==> src/rtl/pit_pkg.sv <==
package pit_pkg;

  typedef enum logic [1:0] {
    SEL_NONE   = 2'd0,
    SEL_COUNT  = 2'd1,
    SEL_PERIOD = 2'd2
  } reg_sel_e;

  function automatic reg_sel_e decode_addr(input int unsigned addr,
                                           input int unsigned cnt_addr,
                                           input int unsigned prd_addr);
    if (addr == cnt_addr)      return SEL_COUNT;
    else if (addr == prd_addr) return SEL_PERIOD;
    else                       return SEL_NONE;
  endfunction

endpackage

==> src/rtl/pit_tick_gen.sv <==
module pit_tick_gen #(
  parameter bit          DIV_EN   = 1'b0,
  parameter int unsigned DIV_LOG2 = 2
) (
  input  logic clk,
  input  logic rst,
  output logic tick
);

  generate
    if (DIV_EN) begin : g_div
      logic [DIV_LOG2-1:0] pre_q;
      always_ff @(posedge clk) begin
        if (rst) pre_q <= '0;
        else     pre_q <= pre_q + 1'b1;
      end
      assign tick = &pre_q;

      // divided ticks never fall on consecutive edges
      p_tick_spacing_r4: assert property (@(posedge clk) disable iff (rst)
        tick |=> !tick);
    end else begin : g_every
      assign tick = 1'b1;
    end
  endgenerate

endmodule

==> src/rtl/pit_counter_core.sv <==
module pit_counter_core #(
  parameter int unsigned W          = 16,
  parameter bit          RELOAD_AT1 = 1'b0
) (
  input  logic         clk,
  input  logic         rst,
  input  logic         tick,
  input  logic         cnt_wr,
  input  logic [W-1:0] wdata,
  input  logic [W-1:0] prd,
  input  logic         mask,
  output logic [W-1:0] cnt,
  output logic         irq
);

  localparam logic [W-1:0] ONE  = {{(W-1){1'b0}}, 1'b1};
  localparam logic [W-1:0] ZERO = '0;

  logic [W-1:0] cnt_q;
  logic         irq_q;
  logic         expire;
  logic         reload;

  assign expire = tick && (cnt_q == ONE);
  assign reload = tick && ((cnt_q == ZERO) || (RELOAD_AT1 && (cnt_q == ONE)));

  always_ff @(posedge clk) begin
    if (rst) begin
      cnt_q <= '1;
      irq_q <= 1'b0;
    end else begin
      if (cnt_wr)      cnt_q <= wdata;
      else if (reload) cnt_q <= prd;
      else if (tick)   cnt_q <= cnt_q - ONE;
      irq_q <= expire && !cnt_wr && !mask;
    end
  end

  assign cnt = cnt_q;
  assign irq = irq_q;

endmodule

==> src/rtl/pit_bus_regs.sv <==
module pit_bus_regs
  import pit_pkg::*;
#(
  parameter int unsigned   W        = 16,
  parameter int unsigned   ADDR_W   = 2,
  parameter int unsigned   CNT_ADDR = 2,
  parameter int unsigned   PRD_ADDR = 3,
  parameter logic [W-1:0]  PRD_RST  = '1
) (
  input  logic              clk,
  input  logic              rst,
  input  logic              we,
  input  logic              re,
  input  logic [ADDR_W-1:0] addr,
  input  logic [W-1:0]      wdata,
  input  logic [W-1:0]      cnt,
  output logic [W-1:0]      prd,
  output logic              cnt_wr,
  output logic [W-1:0]      rdata
);

  reg_sel_e     sel;
  logic [W-1:0] prd_q;
  logic [W-1:0] rdata_q;

  assign sel    = decode_addr(int'(addr), CNT_ADDR, PRD_ADDR);
  assign cnt_wr = we && (sel == SEL_COUNT);

  always_ff @(posedge clk) begin
    if (rst)                            prd_q <= PRD_RST;
    else if (we && (sel == SEL_PERIOD)) prd_q <= wdata;
  end

  always_ff @(posedge clk) begin
    if (rst) rdata_q <= '0;
    else if (re) begin
      case (sel)
        SEL_COUNT:  rdata_q <= cnt;
        SEL_PERIOD: rdata_q <= prd_q;
        default:    rdata_q <= '0;
      endcase
    end
  end

  assign prd   = prd_q;
  assign rdata = rdata_q;

endmodule

==> src/rtl/periodic_irq_timer.sv <==
module periodic_irq_timer #(
  parameter int unsigned W         = 16,
  parameter int unsigned ADDR_W    = 2,
  parameter int unsigned CNT_ADDR  = 2,
  parameter int unsigned PRD_ADDR  = 3,
  parameter bit          DIV4_MODE = 1'b0
) (
  input  logic              clk,
  input  logic              rst,
  input  logic              bus_we,
  input  logic              bus_re,
  input  logic [ADDR_W-1:0] bus_addr,
  input  logic [W-1:0]      bus_wdata,
  output logic [W-1:0]      bus_rdata,
  input  logic              irq_mask,
  output logic              irq_o
);

  localparam int unsigned  DIV_LOG2 = 2;
  localparam logic [W-1:0] PRD_RST  = DIV4_MODE ? '0 : '1;

  logic         tick;
  logic         cnt_wr;
  logic [W-1:0] cnt;
  logic [W-1:0] prd;

  pit_tick_gen #(.DIV_EN(DIV4_MODE), .DIV_LOG2(DIV_LOG2)) tick_i (
    .clk(clk), .rst(rst), .tick(tick)
  );

  pit_bus_regs #(
    .W(W), .ADDR_W(ADDR_W), .CNT_ADDR(CNT_ADDR), .PRD_ADDR(PRD_ADDR),
    .PRD_RST(PRD_RST)
  ) regs_i (
    .clk(clk), .rst(rst), .we(bus_we), .re(bus_re), .addr(bus_addr),
    .wdata(bus_wdata), .cnt(cnt), .prd(prd), .cnt_wr(cnt_wr),
    .rdata(bus_rdata)
  );

  pit_counter_core #(.W(W), .RELOAD_AT1(DIV4_MODE)) core_i (
    .clk(clk), .rst(rst), .tick(tick), .cnt_wr(cnt_wr), .wdata(bus_wdata),
    .prd(prd), .mask(irq_mask), .cnt(cnt), .irq(irq_o)
  );

  // interrupt is a single-clock pulse
  p_irq_pulse_r5: assert property (@(posedge clk) disable iff (rst)
    irq_o |=> !irq_o);

  // mask keeps the output low
  p_mask_quiet_r11: assert property (@(posedge clk) disable iff (rst)
    irq_mask |=> !irq_o);

  // a count write lands and suppresses the pulse
  p_write_wins_r10: assert property (@(posedge clk) disable iff (rst)
    (bus_we && (bus_addr == ADDR_W'(CNT_ADDR))) |=>
      (!irq_o && (cnt == $past(bus_wdata))));

  // period changes only through a bus write
  p_prd_keep_r8: assert property (@(posedge clk) disable iff (rst)
    !(bus_we && (bus_addr == ADDR_W'(PRD_ADDR))) |=> $stable(prd));

  // count read returns the pre-edge value one cycle later
  p_read_cnt_r2: assert property (@(posedge clk) disable iff (rst)
    (bus_re && (bus_addr == ADDR_W'(CNT_ADDR))) |=> (bus_rdata == $past(cnt)));

  generate
    if (!DIV4_MODE) begin : g_ec_chk
      // in every-clock mode the pulse coincides with a zero count
      p_irq_at_zero_r5: assert property (@(posedge clk) disable iff (rst)
        irq_o |-> (cnt == '0));
    end
  endgenerate

endmodule

==> config.mk <==
export PLATFORM = sky130hd
export DESIGN_NAME = periodic_irq_timer
export DESIGN_NICKNAME = d
export VERILOG_FILES = /design/src/rtl/pit_pkg.sv /design/src/rtl/pit_tick_gen.sv /design/src/rtl/pit_counter_core.sv /design/src/rtl/pit_bus_regs.sv /design/src/rtl/periodic_irq_timer.sv
export SDC_FILE = /design/constraint.sdc
export NUM_CORES = 1
export LEC_CHECK = 0
export BUFFER_PORTS_ARGS = -buffer_cell sky130_fd_sc_hd__buf_2
export CORE_ASPECT_RATIO = 1.75
export CORE_MARGIN = 5
export CORE_UTILIZATION = 55
export DETAILED_ROUTE_END_ITERATION = 7
export GPL_TIMING_DRIVEN = 0
export PLACE_DENSITY = 0.78
export SYNTH_ARGS = -nofsm -noshare
export SYNTH_HDL_FRONTEND = slang
export SYNTH_SLANG_ARGS = --single-unit
export TNS_END_PERCENT = 20
==> constraint.sdc <==
create_clock -name clk -period 3.24 [get_ports clk]
set_input_delay 0.648 -clock clk [delete_from_list [all_inputs] [get_ports clk]]
set_output_delay 0.648 -clock clk [all_outputs]
set_load 0.03 [all_outputs]
---- After elaboration in Yosys (flattened, before gate mapping) ----
Cells that the tools add are included.
word-level totals
  word-level logic and storage cells ...... 22
  input port bits ......................... 23
  memories kept ........................... 0
  output and inout bits ................... 17
  memory bits (writable) .................. 0
  bits in latches ......................... 0
  memory bits (read-only) ................. 0
  bits in registers ....................... 49
cells by class
  order comparisons ....................... 0
  div/mod/pow operators ................... 0
  add/subtract/negate cells ............... 1
  eq/ne operators ......................... 5
  bitwise gates (word level) .............. 0
  multipliers ............................. 0
  multiplexer cells ....................... 5
  reductions and logical operators ........ 7
  shift-type cells ........................ 0
operators by type and width
  operator               count
  $mux 16                2
  $pmux 16 s2            1
  $eq 16x1->1 const B    1
  $logic_not 16->1       1
  $sub 16x1->16 const B  1
  $eq 2x2->1 const B     3
  $logic_and 1x1->1      4
  $mux 2                 2
  $eq 2x1->1 const B     1
  $logic_not 1->1        2

---- Logic depth before layout (Yosys ltp) ----
Gate-level depths: netlist (run 1).
  depth after elaboration ................. 8
  gate-level depth with buffers ........... 7

---- By module ----
From an unflattened synthesis (run 1), not the netlist that was laid out.
second synthesis, totals
  cell total of the unflattened synthesis .. 286
  area, all modules ....................... 2585.0 µm²
modules (own cells, without submodules)
  module            cells each  area an instance (µm²)  times used
  pit_bus_regs      126         1333.8                  1
  pit_counter_core  158         1239.9                  1
  pit_tick_gen      2           11.3                    1

---- Least setup slack after synthesis (run 1) ----
Ideal clock, no wire load.
  kind .................................... flip-flop to flip-flop
  start point ............................. register core_i.cnt_q[0], in the netlist core_i.cnt[0]
  end point ............................... register core_i.cnt_q[12], in the netlist core_i.cnt[12]
  slack ................................... 1335 ps
  period minus slack after synthesis ...... 1905 ps
  arrival ................................. 1785 ps
  stages on the path, launching flop included .. 8
  cell sequence ........................... dfxtp_1 inv_1 ha_1 or3b_2 buf_2 o41a_2 nor3_1 o21ai_1
on the way
  longest elaborated chain between the ends .. 3
  elaborated cells on any way between the ends .. 4
  classes of those cells .................. add/sub (1); mux (2); reduce/logical (1)
ends and longest elaborated chain
  what                                               line                                            source
  start: declaration                                 pit_counter_core.sv:19                          logic [W-1:0] cnt_q;
  start signal: assignment                           pit_counter_core.sv:32                          if (cnt_wr) cnt_q <= wdata;
  start signal: assignment                           pit_counter_core.sv:33                          else if (reload) cnt_q <= prd;
  start signal: assignment                           pit_counter_core.sv:34                          else if (tick) cnt_q <= cnt_q - ONE;
  $sub 16x1->16 or $logic_not 16->1 (tied branches)  pit_counter_core.sv:34, pit_counter_core.sv:25
  $mux 16 (*)                                        pit_counter_core.sv:33
  $mux 16 (*)                                        pit_counter_core.sv:32
Every way passes the cells marked *; elsewhere a longest branch is shown, timed or not.
A chain may end at the register's enable or synchronous reset.

---- Worst setup path in the final report (run 1) ----
  start point ............................. register core_i.cnt_q[0], in the netlist core_i.cnt[0]
  end point ............................... register core_i.cnt_q[13], in the netlist core_i.cnt[13]
Same word-level chain as after synthesis.

==> metrics.txt, run 1 <==
status=finished, final reports clean; DRT Wirelength=between 6000 and 7000 um; die height=99.1 um; worst vdd ir=0.362 mV; Unique masters post-synth=between 40 and 50; Die Wd=between 60 and 70 um; RSZ-0062 raised after global routing=false; initial core utilization=0.566; Layout area overhead=15.2%; Max FO, Critical Path=10; Worst Slack Setup Final=0.915 ns; final period utilization=0.718; Reg2Reg Launch Point=core_i.cnt[0]; layout cell share with drive strength beyond 1=0.217; routed vias=approximately 2300; EDFF count, synth=0; diodes inserted=0; mean area per synthesized cell=about 8.3 um^2; FMAX=430 MHz; Max clock buf depth=2; Synth async-reset ratio=0; Relative slew margins=0.572; largest net degree at the start of global routing=16; hpwl dp=4550 um; core area=4400 um^2; clk sinks=49; worst reg2reg endpoint=core_i.cnt[13]; vias in the first global route=approximately 2200; worst min-delay path category=reg2reg; CP required=~3.4 ns; Clock Power Share=0.353; hold path depth=2; initial antenna violation count=0; CTS tree=done; die area=approximately 6000 um^2; Max Cap Viol=0; Via density=5.79; FF-to-FF path depth=7; PD cells=~460 nW/um^2; IO Pins=40; Tmin final=2.33 ns; Reg power frac=0.503; startpoint types=register; HP Start=regs_i.prd[6]; grt ovf=0; R2R setup slack=around 0.91 ns; post-CTS sizing=0; Mapped Area=2490 um^2; Final Max Tran Viols=0; Hold-fix buffers, CTS=0; Worst Path Buf+Inv=2; Final Instance Area=2870 um^2; Synth top area share=0.393; most area-hungry cell type in the Yosys netlist=dfxtp_1; arrival time at the worst endpoint=2.51 ns; sw frac=0.264; WS Path Type=reg2reg; register area share after synthesis=0.393; clock-pin slew on the worst setup and hold paths=~0.090 ns; critical path's top delay family=simple AND/OR/NAND/NOR gates; clock root buffer=clkbuf_8; DR DRC count=0; endpoint class of the critical path=register; Static Leak=0.00121 uW; first-pass GRT wire length=10200 um; Final Setup Violations=0; crit-path cells=inv_1 > ha_1 > nor4b_1 > nand4_2 > buf_2 > o41ai_1 > a21oi_1; Skew-Pair Late Insertion Delay=0.30 ns; Overall Global Routing Usage=0.218; 1st-iter DRT viols=97; fillers=423; Yosys warning total=0; most area-consuming cells after synthesis=dfxtp_1, a21oi_1, mux2_2; final hold violations=0; clock skew=0.00730 ns; Seq cells post-synth=49; total internal power=964 uW; CP Depth=7; IO buf count=39; commonest non-fill, non-tap cell in the layout=dfxtp_1; total CTS buffers=5; num rows=32; Post-Synthesis Net Count=325; main flop type after synthesis=dfxtp_1; post-CTS setup buffer count=0; setup tns final=0 ns; Gate Count Post-Synth=299; CP max-delay cell=nor4b_1; Final ANT Viol Nets=0; Hold Path End=regs_i.prd[6]; Net Sw Power=around 350 uW; placed cell area=2750 um^2; first-pass iteration count of the detailed router=4; slowest stage delay, CP=0.44 ns; depth of the CTS H-tree=2; most frequent cells in the layout=dfxtp_1, buf_2, nand2_1; Slew @ Worst Pin=between 0.6 and 0.7 ns; worst slack, placed=a little under 0.9 ns; Logic pwr share=0.144; Routed wire per std cell=15.6 um; Nets=371; RePlAce Congestion=around 0.90
worst max path at each step:
stage                              from        endpoint  slack, ns
final                     core_i.cnt[0]  core_i.cnt[13]       0.91
after global routing      core_i.cnt[0]  core_i.cnt[13]       0.71
after CTS                 core_i.cnt[0]  core_i.cnt[13]       0.92
after detailed placement    bus_addr[0]   regs_i.prd[8]       0.90
after global placement      bus_addr[0]  regs_i.prd[14]       0.93
after floorplan           core_i.cnt[0]  core_i.cnt[12]       1.34
sequential cells by signal, summed over array words and instances, names as in the netlist:
signal	count
core_i.irq	1
core_i.cnt	16
regs_i.rdata	16
regs_i.prd	16
logic make-up after synthesis:
group / synth area share
adders and majority gates: 0.0150
buffers and inverters: 0.0481
xor gates and xnor gates: 0.0140
AOI/OAI and AO/OA: 0.166
DFF: 0.393
muxes: 0.0787
and+or+nand+nor: 0.284
metrics by stage:
step	std cells	power (uW)	hold slack [ns]	util
detailed placement	389	861	0.476	0.625
global placement	389	857	0.464	0.625
CTS	397	1320	0.490	0.653
finish	397	1310	0.490	0.653
global route	397	1370	0.508	0.653
floorplan	299	799	0.446	-
routing by layer:
metal  track usage  wire [um]
met2         0.359       3100
met5             0          0
met1         0.268       2620
met4         0.104        182
met3        0.0338        304
worst register-to-register path, cell delays in order (launching register included):
cell	delay [ns]
dfxtp_1	0.35
inv_1	0.15
ha_1	0.22
nor4b_1	0.44
nand4_2	0.37
buf_2	0.32
o41ai_1	0.29
a21oi_1	0.07
power groups by stage:
stage / clock network (uW) / logic [uW] / registers, uW
after detailed placement: 0 / 188 / 673
after floorplan: 0 / 109 / 690
after global placement: 0 / 185 / 672
final: 463 / 189 / 660
after global routing: 494 / 210 / 664
after CTS: 472 / 189 / 659
cells in the mapped netlist (2+ instances only):
| cell type | n |
|---|---|
| dfxtp_1 | 49 |
| nand2_1 | 37 |
| a21oi_1 | 32 |
| nor2_1 | 20 |
| o21ai_0 | 19 |
| clkbuf_1 | 18 |
| nand3b_1 | 17 |
| nor2b_1 | 16 |
| nor3_1 | 14 |
| mux2_2 | 13 |
| mux2i_1 | 5 |
| nor4_1 | 5 |
| buf_2 | 3 |
| ha_1 | 3 |
| inv_1 | 3 |
| o31ai_1 | 3 |
| o41ai_1 | 3 |
| or3_1 | 3 |
| xnor2_1 | 3 |
| and2_1 | 2 |
| and3_1 | 2 |
| buf_6 | 2 |
| o21a_1 | 2 |
| o31a_2 | 2 |
| or4b_2 | 2 |
area by class of cell:
cell class	count	area (um^2)	share of cell area
tap	51	63.8	0.0222
timing repair buffer	39	195	0.0679
multi-input combinational	223	1390	0.485
sequential	49	981	0.341
buffer	24	109	0.0379
clock inverter	2	37.5	0.0131
inverter	3	11.3	0.00392
clock buffer	6	82.6	0.0287
Power figures use the tool's default switching activity.
==> inputs of run 2 (changes only) <==
- CORE_UTILIZATION: 55 -> 51
- PLACE_DENSITY: 0.78 -> 0.76
- clock period: 3.24 -> 2 ns (I/O delays scaled with it)
==> metrics.txt, run 2 (same netlist as run 1, synthesis figures left out) <==
startpoint types=register; Max Cap Viol=0 (unchanged); Layout area overhead=19.2%; vias in the first global route=2246 (+0.76%); first-pass iteration count of the detailed router=4 (unchanged); RSZ-0062 raised after global routing=true; busiest grt layer=met2; endpoint class of the critical path=register; clock root buffer=clkbuf_8; Reg2Reg Launch Point=core_i.cnt[4]; initial antenna violation count=0 (unchanged); IO Pins=40 (unchanged); worst vdd ir=0.680 mV (+88%); die area=6450 um^2 (+6.8%); IO buf count=39 (unchanged); R2R setup slack=0.06 ns (-0.85 ns); Skew-Pair Late Insertion Delay=0.30 ns (about the same); total CTS buffers=5 (unchanged); grt ovf=0 (unchanged); Final Setup Violations=0 (unchanged); worst min-delay path category=in2reg; hpwl dp=4720 um (+3.6%); Overall Global Routing Usage=0.208 (-0.0106); Routed wire per std cell=16.2 um (+3.5%); clock-pin slew on the worst setup and hold paths=0.09 ns (about the same); RePlAce Congestion=0.937 (+3.9%); diodes inserted=0 (unchanged); first-pass GRT wire length=10800 um (+6.2%); Final Max Tran Viols=0 (unchanged); Final Instance Area=2970 um^2 (+3.4%); Static Leak=0.00124 uW (+2.0%); Hold Path End=regs_i.prd[6]; total power=2130 uW (+63%); Worst Slack Setup Final=0.0637 ns (-0.851 ns); met2 Use GR=0.349 (-0.0108); WS Path Type=reg2reg; Final ANT Viol Nets=0 (unchanged); HP Start=bus_wdata[6]; routed vias=2306 (+0.30%); CP most frequent cell=buf_6; num rows=33 (+3.1%); placed cell area=2760 um^2 (about the same); worst reg2reg endpoint=core_i.cnt[14]; depth of the CTS H-tree=2 (unchanged); Worst Path Buf+Inv=2 (unchanged); hold path depth=3 (+1); worst slack, placed=-0.266 ns (-1.16 ns); Slew @ Worst Pin=0.570 ns (-0.0656 ns); layout cell share with drive strength beyond 1=0.261 (+0.0440); arrival time at the worst endpoint=2.13 ns (-0.38 ns); Via density=5.75 (-0.70%); final period utilization=0.968 (+0.251); Max clock buf depth=2 (unchanged); CP required=2.19 ns (-1.24 ns); clk sinks=49 (unchanged); most frequent cells in the layout=dfxtp_1, buf_2, nand2_1; critical path's top delay family=simple AND/OR/NAND/NOR gates; CP max-delay cell=or4_4; DRT Wirelength=6480 um (+4.6%); Tmin final=1.94 ns (-0.389 ns); die height=103 um (+3.5%); met3 usage=0.0491 (+0.0153); CTS tree=done; Die Wd=62.9 um (+3.2%); FF-to-FF path depth=6 (-1); crit-path cells=buf_6 > or4_4 > buf_6 > nor4_4 > a21oi_1 > a2111o_1; FMAX=516 MHz (+20%); CP Depth=6 (-1); Max FO, Critical Path=10 (unchanged); final hold violations=0 (unchanged); Nets=374 (+0.81%); slowest stage delay, CP=0.53 ns (+0.09 ns); Relative slew margins=0.620 (+0.0477); 1st-iter DRT viols=106 (+9.3%); clock skew=0.00556 ns (-0.00175 ns); core area=4710 um^2 (+6.9%); DR DRC count=0 (unchanged); initial core utilization=0.530 (-0.0364); status=finished, final reports clean; largest net degree at the start of global routing=15 (-1); global routing met1 resource utilization=0.246 (-0.0224); PD cells=717 nW/um^2 (+57%); commonest non-fill, non-tap cell in the layout=dfxtp_1
[run 2: layout make-up]
class / instances / area [um^2]
Buffer: 22 / 108
Clock inverter: 1 / 30.0
Timing Repair Buffer: 44 / 233
Clock buffer: 7 / 86.3
Inverter: 3 / 16.3
Multi-Input combinational cell: 223 / 1450
Fill cell: 433 / 1730
Tap cell: 52 / 65.1
Sequential cell: 49 / 983
[run 2: where the power goes]
part,switching [uW],internal [uW]
clock,323,408
sequential,43.1,1030
combinational,190,136
[run 2: through the flow]
step                hold WS [ns]  std cells  setup TNS, ns  utilization
global route               0.323        401        -0.0195        0.632
floorplan                  0.446        299              0            -
detailed placement         0.473        390          -3.03        0.585
global placement           0.461        390          -2.50        0.585
finish                     0.318        401              0        0.632
CTS                        0.314        399        -0.0278        0.620
[run 2: layer usage]
metal | vias to the layer above | wire length (um)
li1 | 1154 | -
met1 | 1066 | 2600
met2 | 76 | 3350
met3 | 10 | 404
met4 | 0 | 122
met5 | - | 0
[run 2: what timing repair did]
item / CTS / global route
hold buffers: 0 / 0
buffers inserted: 2 / 3
endpoints found under the setup margin: 14 / 11
pin swaps: 0 / 1
gates resized for setup: 9 / 10
[run 2: worst register-to-register path, delay by kind of cell (launching register included)]
family                 cells  cell delay, ns
and+or+nand+nor            2            0.76
AOI/OAI and AO/OA          2            0.45
DFF                        1            0.33
buffers and inverters      2            0.29
[run 2: worst max path at each step]
stage                     slack (ns)        endpoint          start
final                           0.06  core_i.cnt[14]  core_i.cnt[4]
after global routing           -0.02  core_i.cnt[14]  core_i.cnt[0]
after CTS                      -0.02  core_i.cnt[15]  core_i.cnt[0]
after detailed placement       -0.27  core_i.cnt[13]  core_i.cnt[0]
after global placement         -0.24  core_i.cnt[13]  core_i.cnt[0]
after floorplan                  0.1  core_i.cnt[12]  core_i.cnt[0]
==> inputs of run 3 (changes only) <==
- PLACE_DENSITY: 0.76 -> default
- PLACE_DENSITY_LB_ADDON: default -> 0.08
==> metrics.txt, run 3 (same netlist as run 1, synthesis figures left out) <==
status=finished, final reports clean; IO buf count=39 (unchanged); vias in the first global route=2314 (+3.0%); final hold violations=0 (unchanged); Tmin final=1.96 ns (+0.0192 ns); RSZ-0062 raised after global routing=true; worst min-delay path category=in2reg; R2R setup slack=0.04 ns (-0.02 ns); FMAX=511 MHz (-0.98%); Reg2Reg Launch Point=core_i.cnt[0]; Final Setup Violations=0 (unchanged); Final Max Tran Viols=0 (unchanged); CTS tree=done; hold slack final=0.312 ns (-0.00561 ns); Skew-Pair Late Insertion Delay=0.30 ns (about the same); Routed wire per std cell=16.1 um (-0.29%); Via density=5.78 (+0.48%); Relative slew margins=0.601 (-0.0192); DR DRC count=0 (unchanged); CP Launch Point=core_i.cnt[0]; CP required=2.20 ns (about the same); Slew @ Worst Pin=0.599 ns (+0.0288 ns); initial core utilization=0.530 (unchanged); placed cell area=2760 um^2 (unchanged); Max clock buf depth=2 (unchanged); DRT Wirelength=6400 um (-1.3%); total CTS buffers=5 (unchanged); Final ANT Viol Nets=0 (unchanged); initial antenna violation count=0 (unchanged); worst vdd ir=0.625 mV (-8.1%); FF-to-FF path depth=6 (unchanged); most frequent cells in the layout=dfxtp_1, buf_2, nand2_1; num rows=33 (unchanged); hpwl dp=4770 um (+1.1%); PD cells=734 nW/um^2 (+2.4%); worst slack, placed=-0.298 ns (-0.0317 ns); layout cell share with drive strength beyond 1=0.243 (-0.0173); Worst Slack Setup Final=0.0444 ns (-0.0192 ns); startpoint types=register; first-pass iteration count of the detailed router=4 (unchanged); commonest non-fill, non-tap cell in the layout=dfxtp_1; endpoint class of the critical path=register; depth of the CTS H-tree=2 (unchanged); core area=4710 um^2 (unchanged); fillers=469 (+8.3%); Final Instance Area=2910 um^2 (-2.0%); 1st-iter DRT viols=67 (-37%); arrival time at the worst endpoint=2.16 ns (+0.03 ns); Overall Global Routing Usage=0.205 (-0.00296); largest net degree at the start of global routing=16 (+1); clock root buffer=clkbuf_8; Layout area overhead=16.8%; IO Pins=40 (unchanged); diodes inserted=0 (unchanged); clk sinks=49 (unchanged); die height=103 um (unchanged); Max FO, Critical Path=5 (-5); clock-pin slew on the worst setup and hold paths=0.09 ns (about the same); die area=6450 um^2 (unchanged); Max Cap Viol=0 (unchanged); Die Wd=62.9 um (unchanged); CP endpoint=core_i.cnt[15]; grt ovf=0 (unchanged); setup tns final=0 ns (unchanged); clock skew=0.00712 ns (+0.00156 ns); WS Path Type=reg2reg; Static Leak=0.00121 uW (-2.3%); final period utilization=0.978 (+0.00961); worst reg2reg endpoint=core_i.cnt[15]; first-pass GRT wire length=10600 um (-2.2%); RePlAce Congestion=0.841 (-10%); Nets=370 (-1.1%); routed vias=2294 (-0.52%)
[run 3: cell types whose count changed in the layout (fill, tap and decap cells not counted), sizes merged]
cell / delta
buf: -4
clkbuf: -1
clkinvlp: +1
[run 3: timing repair]
item,4_1_cts,5_1_grt
pin swaps,0,1
hold endpoints to repair,0,0
hold buffers,0,0
resized for setup,6,6
endpoints found under the setup margin,13,11
setup buffers,1,0
[run 3: worst min path at each step]
stage / slack [ns] / start / depth (start not counted) / end
6_report: 0.31 / bus_wdata[1] / 3 / core_i.cnt[1]
5_1_grt: 0.33 / bus_wdata[13] / 3 / regs_i.prd[13]
2_1_floorplan: 0.45 / regs_i.prd[15] / 2 / regs_i.prd[15]
3_3_place_gp: 0.46 / regs_i.prd[11] / 2 / regs_i.prd[11]
4_1_cts: 0.31 / bus_wdata[1] / 3 / core_i.cnt[1]
3_5_place_dp: 0.47 / regs_i.prd[11] / 2 / regs_i.prd[11]
[run 3: layout make-up]
type | instances | area (um^2) | share of cell area
clock buffers | 6 | 82.6 | 0.0284
multi-input cells | 223 | 1430 | 0.491
clock inverters | 2 | 37.5 | 0.0129
inverters | 3 | 11.3 | 0.00387
repair buffers | 40 | 203 | 0.0696
well taps | 52 | 65.1 | 0.0223
plain buffers | 22 | 101 | 0.0348
flip-flops and latches | 49 | 982 | 0.337
[run 3: layer usage]
metal | track usage | vias to the layer above | wire length, um
met5 | 0 | - | 0
met4 | 0.108 | 0 | 201
met3 | 0.0327 | 19 | 241
met2 | 0.363 | 65 | 3220
met1 | 0.234 | 1062 | 2730
li1 | - | 1148 | -
[run 3: critical path, cell delays in order, from the launching register on]
cell and delay, ns:
dfxtp_2 0.35, inv_2 0.11, ha_4 0.16, or4b_2 0.57, mux2i_1 0.15, a41oi_1 0.15
a221o_1 0.35
[run 3: power breakdown]
group	switching (uW)	leakage, uW	total (uW)	internal [uW]
registers	46.5	0.000403	1080	1030
logic	181	0.000750	309	128
clock network	344	0.0000574	751	407
[run 3: stage by stage]
stage	utilization	instances	power, uW
finish	0.619	397	2140
global route	0.619	397	2230
global placement	0.585	390	1390
CTS	0.615	398	2140
detailed placement	0.585	390	1400
floorplan	-	299	1290
